<file path="src/rtl/oh_cnt_pkg.sv">
`timescale 1ns/1ps
package oh_cnt_pkg;
    localparam int NUM_STG  = 3;
    localparam int STG_INIT = 0;
    localparam int STG_INC  = 1;
    localparam int STG_DLY  = 2;

    typedef logic [NUM_STG-1:0] stage_vec_t;

    typedef struct packed {
        stage_vec_t stage;
    } ctrl_regs_t;
endpackage

</file>
<file path="src/rtl/oh_seq_ctrl.sv">
`timescale 1ns/1ps
module oh_seq_ctrl
    import oh_cnt_pkg::*;
(
    input  logic       clk,
    input  logic       rst_n,
    output stage_vec_t stage_o
);
    ctrl_regs_t ctrl_d, ctrl_q;

    // Start stage fires only when no stage is hot, which is true solely after reset.
    always_comb begin
        ctrl_d = ctrl_q;
        ctrl_d.stage[STG_INIT] = ~|ctrl_q.stage;
        ctrl_d.stage[STG_INC]  = ctrl_q.stage[STG_INIT] | ctrl_q.stage[STG_DLY];
        ctrl_d.stage[STG_DLY]  = ctrl_q.stage[STG_INC];
    end

    always_ff @(posedge clk or negedge rst_n) begin
        if (!rst_n) ctrl_q <= '0;
        else        ctrl_q <= ctrl_d;
    end

    assign stage_o = ctrl_q.stage;

    // once any stage is hot, exactly one stays hot
    assert_stage_onehot_R3: assert property (@(posedge clk) disable iff (!rst_n)
        (ctrl_q.stage != '0) |=> ($countones(ctrl_q.stage) == 1));

    // start stage lasts one cycle and hands over to the increment stage
    assert_start_once_R2: assert property (@(posedge clk) disable iff (!rst_n)
        ctrl_q.stage[STG_INIT] |=> (!ctrl_q.stage[STG_INIT] && ctrl_q.stage[STG_INC]));

    // after any non-start stage the start stage stays clear
    assert_start_never_again_R2: assert property (@(posedge clk) disable iff (!rst_n)
        (ctrl_q.stage != '0 && !ctrl_q.stage[STG_INIT]) |=> !ctrl_q.stage[STG_INIT]);

    // delay is followed by increment, then delay again
    assert_loop_order_R4: assert property (@(posedge clk) disable iff (!rst_n)
        ctrl_q.stage[STG_DLY] |=> ctrl_q.stage[STG_INC] ##1 ctrl_q.stage[STG_DLY]);
endmodule

</file>
<file path="src/rtl/oh_ripple_toggle.sv">
`timescale 1ns/1ps
module oh_ripple_toggle #(
    parameter int CNT_W = 2,
    localparam int LOW_W = CNT_W - 1
) (
    input  logic             fire_i,
    input  logic [LOW_W-1:0] low_i,
    output logic [CNT_W-1:0] tgl_o
);
    logic [CNT_W-1:0] carry;

    assign carry[0] = fire_i;

    for (genvar i = 1; i < CNT_W; i++) begin : g_chain
        assign carry[i] = carry[i-1] & low_i[i-1];
    end

    assign tgl_o = carry;
endmodule

</file>
<file path="src/rtl/oh_tff_bank.sv">
`timescale 1ns/1ps
module oh_tff_bank #(
    parameter int CNT_W = 2
) (
    input  logic             clk,
    input  logic             rst_n,
    input  logic [CNT_W-1:0] tgl_i,
    output logic [CNT_W-1:0] q_o
);
    logic [CNT_W-1:0] bit_d, bit_q;

    for (genvar i = 0; i < CNT_W; i++) begin : g_tff
        always_comb begin
            bit_d[i] = tgl_i[i] ? ~bit_q[i] : bit_q[i];
        end

        always_ff @(posedge clk or negedge rst_n) begin
            if (!rst_n) bit_q[i] <= 1'b0;
            else        bit_q[i] <= bit_d[i];
        end
    end

    assign q_o = bit_q;
endmodule

</file>
<file path="src/rtl/oh_mod_counter.sv">
`timescale 1ns/1ps
module oh_mod_counter
    import oh_cnt_pkg::*;
#(
    parameter int CNT_W = 2
) (
    input  logic             clk,
    input  logic             rst_n,
    output logic [CNT_W-1:0] count_o,
    output logic [2:0]       stage_o
);
    localparam int LOW_W = CNT_W - 1;

    stage_vec_t       stage_q;
    logic [CNT_W-1:0] tgl;
    logic [CNT_W-1:0] count_q;

    oh_seq_ctrl u_ctrl (
        .clk     (clk),
        .rst_n   (rst_n),
        .stage_o (stage_q)
    );

    oh_ripple_toggle #(.CNT_W(CNT_W)) u_inc (
        .fire_i (stage_q[STG_INC]),
        .low_i  (count_q[LOW_W-1:0]),
        .tgl_o  (tgl)
    );

    oh_tff_bank #(.CNT_W(CNT_W)) u_var (
        .clk   (clk),
        .rst_n (rst_n),
        .tgl_i (tgl),
        .q_o   (count_q)
    );

    assign count_o = count_q;
    assign stage_o = stage_q;

    // the variable holds outside the increment stage
    assert_hold_outside_inc_R5: assert property (@(posedge clk) disable iff (!rst_n)
        !stage_q[STG_INC] |=> $stable(count_q));

    // an increment cycle adds one with wrap
    assert_add_one_R6: assert property (@(posedge clk) disable iff (!rst_n)
        stage_q[STG_INC] |=> (count_q == CNT_W'($past(count_q) + 1'b1)));

    // with bit 0 clear, no upper bit moves on an increment
    assert_carry_stops_R8: assert property (@(posedge clk) disable iff (!rst_n)
        (stage_q[STG_INC] && !count_q[0]) |=> $stable(count_q[CNT_W-1:1]));
endmodule

</file>
<file path="config.mk">
export PLATFORM = sky130hd
export DESIGN_NAME = oh_mod_counter
export DESIGN_NICKNAME = d
export VERILOG_FILES = /design/src/rtl/oh_cnt_pkg.sv /design/src/rtl/oh_seq_ctrl.sv /design/src/rtl/oh_ripple_toggle.sv /design/src/rtl/oh_tff_bank.sv /design/src/rtl/oh_mod_counter.sv
export SDC_FILE = /design/constraint.sdc
export NUM_CORES = 1
export LEC_CHECK = 0
export ABC_AREA = 1
export BUFFER_PORTS_ARGS = -buffer_cell sky130_fd_sc_hd__buf_2
export CAP_MARGIN = 40
export CORE_AREA = 10 10 47 49
export DETAILED_ROUTE_END_ITERATION = 6
export DIE_AREA = 0 0 57 59
export GPL_TIMING_DRIVEN = 0
export SYNTH_ARGS = -nofsm -noshare
export SYNTH_HDL_FRONTEND = slang
export SYNTH_SLANG_ARGS = --single-unit
</file>
<file path="constraint.sdc">
create_clock -name clk -period 1.1 [get_ports clk]
set_clock_uncertainty 0.2 [all_clocks]
set_input_delay 0.055 -clock clk [delete_from_list [all_inputs] [get_ports clk]]
set_output_delay 0.055 -clock clk [all_outputs]
set_load 0.005 [all_outputs]
</file>
==> impl_metrics.toml <==
[hold_path]
min_path_cells = 1
holdPathEnd = "u_ctrl.stage_o[0]$_DFF_PN0_"
hp-start = "u_ctrl.stage_o[0]$_DFF_PN0_"
hold_class = "flip-flop to flip-flop"

[setup_path]
cp_top_family = "buffers and inverters"
worstPathRequired_ns = 1.35
cp-startpoint = "rst_n"
r2r_slack_ns = 0.11
worstSetupStartpointType = "input port"
critical_path_arrival_ns = 1.27
r2r-start = "u_ctrl.stage_o[1]$_DFF_PN0_"
crit_type = "input port to async pin"
reg2reg_depth = 2
critPathSlowestCell = "dlygate4sd3_1"
worst-path-buf-inv = 3
crit_path_end_kind = "async pin"
worstPathMaxFanout = 5
crit_path_frequent_cell = "dlygate4sd3_1"
crit_chain = "dlygate4sd3_1, dlygate4sd3_1, buf_2"
crit_path_max_incr_delay_ns = 0.54
r2r_end = "u_ctrl.stage_o[0]$_DFF_PN0_"

[grt]
grt_pass1_vias = 165
grt_pass1_wl_um = 593
antenna_found_initial = 0
grt_max_degree = 6
grtUsageTotal_pct = 2.70
overflow = 0

[yosys]
yosysSeqAreaShare_pct = 68.5
synth_warnings = 0
netlist_top_cells_area = "dfrtp_1 68%, buf_4 8.2%, nand2_1 6.2%"
yosysUniqueCellTypes = 8
syn_nets = 19
synth_area_leader_cell = "dfrtp_1"
netlist.area_leader.share_pct = 68.5
netlist_area_sq_um = 183
netlist_instances = 17
avgSynthCellArea_sq_um = 10.7
synth-seq-cells = 5

[layout]
syn2layout_area_growth_pct = 59.6
antenna_cells = 0
final_layout_size_suffix_gt1_share_pct = 37.9
final_cell_mix = "5 x dfrtp_1, 4 x buf_2, 3 x nand2_1, 3 x clkbuf_4"
fin_nets = 32
nFillCells = 157
utilization_pct = 20.8
final_common_cell = "dfrtp_1"

[drt]
initialDrtViolationCount = 2
drc = 0
first_pass_iters = 4
antenna_left = 0
via_count = 140
post_drt_wl_per_cell_um = 8.27
vias_per_cell = 3.11
drt_wl_total_um = 372

[sta]
drv_slew = 0
relSlewSlack_pct = 89.8
tns_ns = 0
layout_min_cycle_time_ns = 1.03
final-setup-viol-count = 0
min_period_over_period_pct = 93.4
hold_viol = 0
tightest_slew_ns = 0.151
rsz0062_at_grt = "false"
fmax_ghz = 0.973

[floorplan]
dieWidth_um = 57
io_pins = 7
design.core.area_sq_um = 1400
dieArea_sq_um = 3360
die_h_um = 59
fp-row-count = 14
start_util_pct = 13.0

[pwr]
power_density_nw_per_um2 = 1360
ir_worst_vdd_mv = 0.245
leakagePower_nw = 0.154

[cts]
clkTransAtPathRegs_ns = 0.04
cts_sinks = 5
cts_max_level = 1
cts_tree = "done"
cts_made_buffers = 3
clock_latency_ns = 0.23
cts_root_buf = "clkbuf_4"
cts_max_path_buffers = 2

[run_status]
status = "complete, no violations"

[placed_design]
dp_hpwl_um = 285
place_congestion = 0.620
portBuffers = 6

[run]
maxCapViolCount = 0
==> final cells by class <==
type / count / area, sq um / share of cell area (%)
multi-input combinational: 8 / 35.0 / 12.0
timing repair buffer: 10 / 77.6 / 26.6
inverter: 2 / 7.51 / 2.58
clock buffer: 4 / 26.3 / 9.01
sequential: 5 / 125 / 42.9
tap: 16 / 20.0 / 6.87
==> worst max-delay path by stage <==
stage                                              to  cells past startpoint
after floorplan           u_ctrl.stage_o[1]$_DFF_PN0_                      1
after CTS                 u_ctrl.stage_o[1]$_DFF_PN0_                      3
final                     u_ctrl.stage_o[1]$_DFF_PN0_                      3
after global placement                     stage_o[1]                      2
after global routing         u_var.q_o[0]$_DFFE_PN0P_                      3
after detailed placement                   stage_o[1]                      2
==> registers in the layout (all words and copies together), names as in the netlist <==
| signal | cells |
|---|---|
| u_var.q_o | 2 |
| u_ctrl.stage_o | 3 |
==> through the flow <==
stage	instance area, sq um	std cells	power [mW]	hold slack [ns]	setup WS [ns]
global placement	233	39	0.192	-0.328	0.166
detailed placement	233	39	0.192	-0.329	0.161
CTS	292	45	0.411	0.242	0.0851
finish	292	45	0.396	0.244	0.0727
global route	292	45	0.417	0.269	0.0282
floorplan	183	17	0.187	-0.441	0.186
==> synth_stat cells <==
| cell | count |
|---|---|
| nor2_1 | 2 |
| inv_1 | 2 |
| nand3_1 | 1 |
| buf_4 | 2 |
| nand2_1 | 3 |
| or2_1 | 1 |
| dfrtp_1 | 5 |
| nor3_1 | 1 |
==> report_power, final <==
part           switching, mW  internal (mW)
combinational        0.00397        0.00591
sequential                 0          0.185
clock                 0.0646          0.136
==> kinds of logic (layout without fill, tap and decap cells) <==
kind of cell / Yosys count / count (layout) / synth area share, %
DFF: 5 / 5 / 68.5
and+or+nand+nor: 8 / 8 / 19.2
buffers and inverters: 4 / 16 / 12.3
==> timing repair <==
item                                   in CTS  in global routing
setup buffers                               2                  0
resized for setup                           2                  0
endpoints found under the hold margin       5                  0
setup endpoints to repair                   2                  0
hold buffers                                2                  0
==> metal layers <==
| layer | vias up | track usage (%) | routed length [um] |
|---|---|---|---|
| met1 | 61 | 1.81 | 140 |
| li1 | 72 | - | - |
| met2 | 7 | 2.95 | 152 |
| met5 | - | 0 | 0 |
| met3 | 0 | 3.43 | 79 |
| met4 | 0 | 4.03 | 0 |
Note: power is estimated with default switching activity, not from simulation.
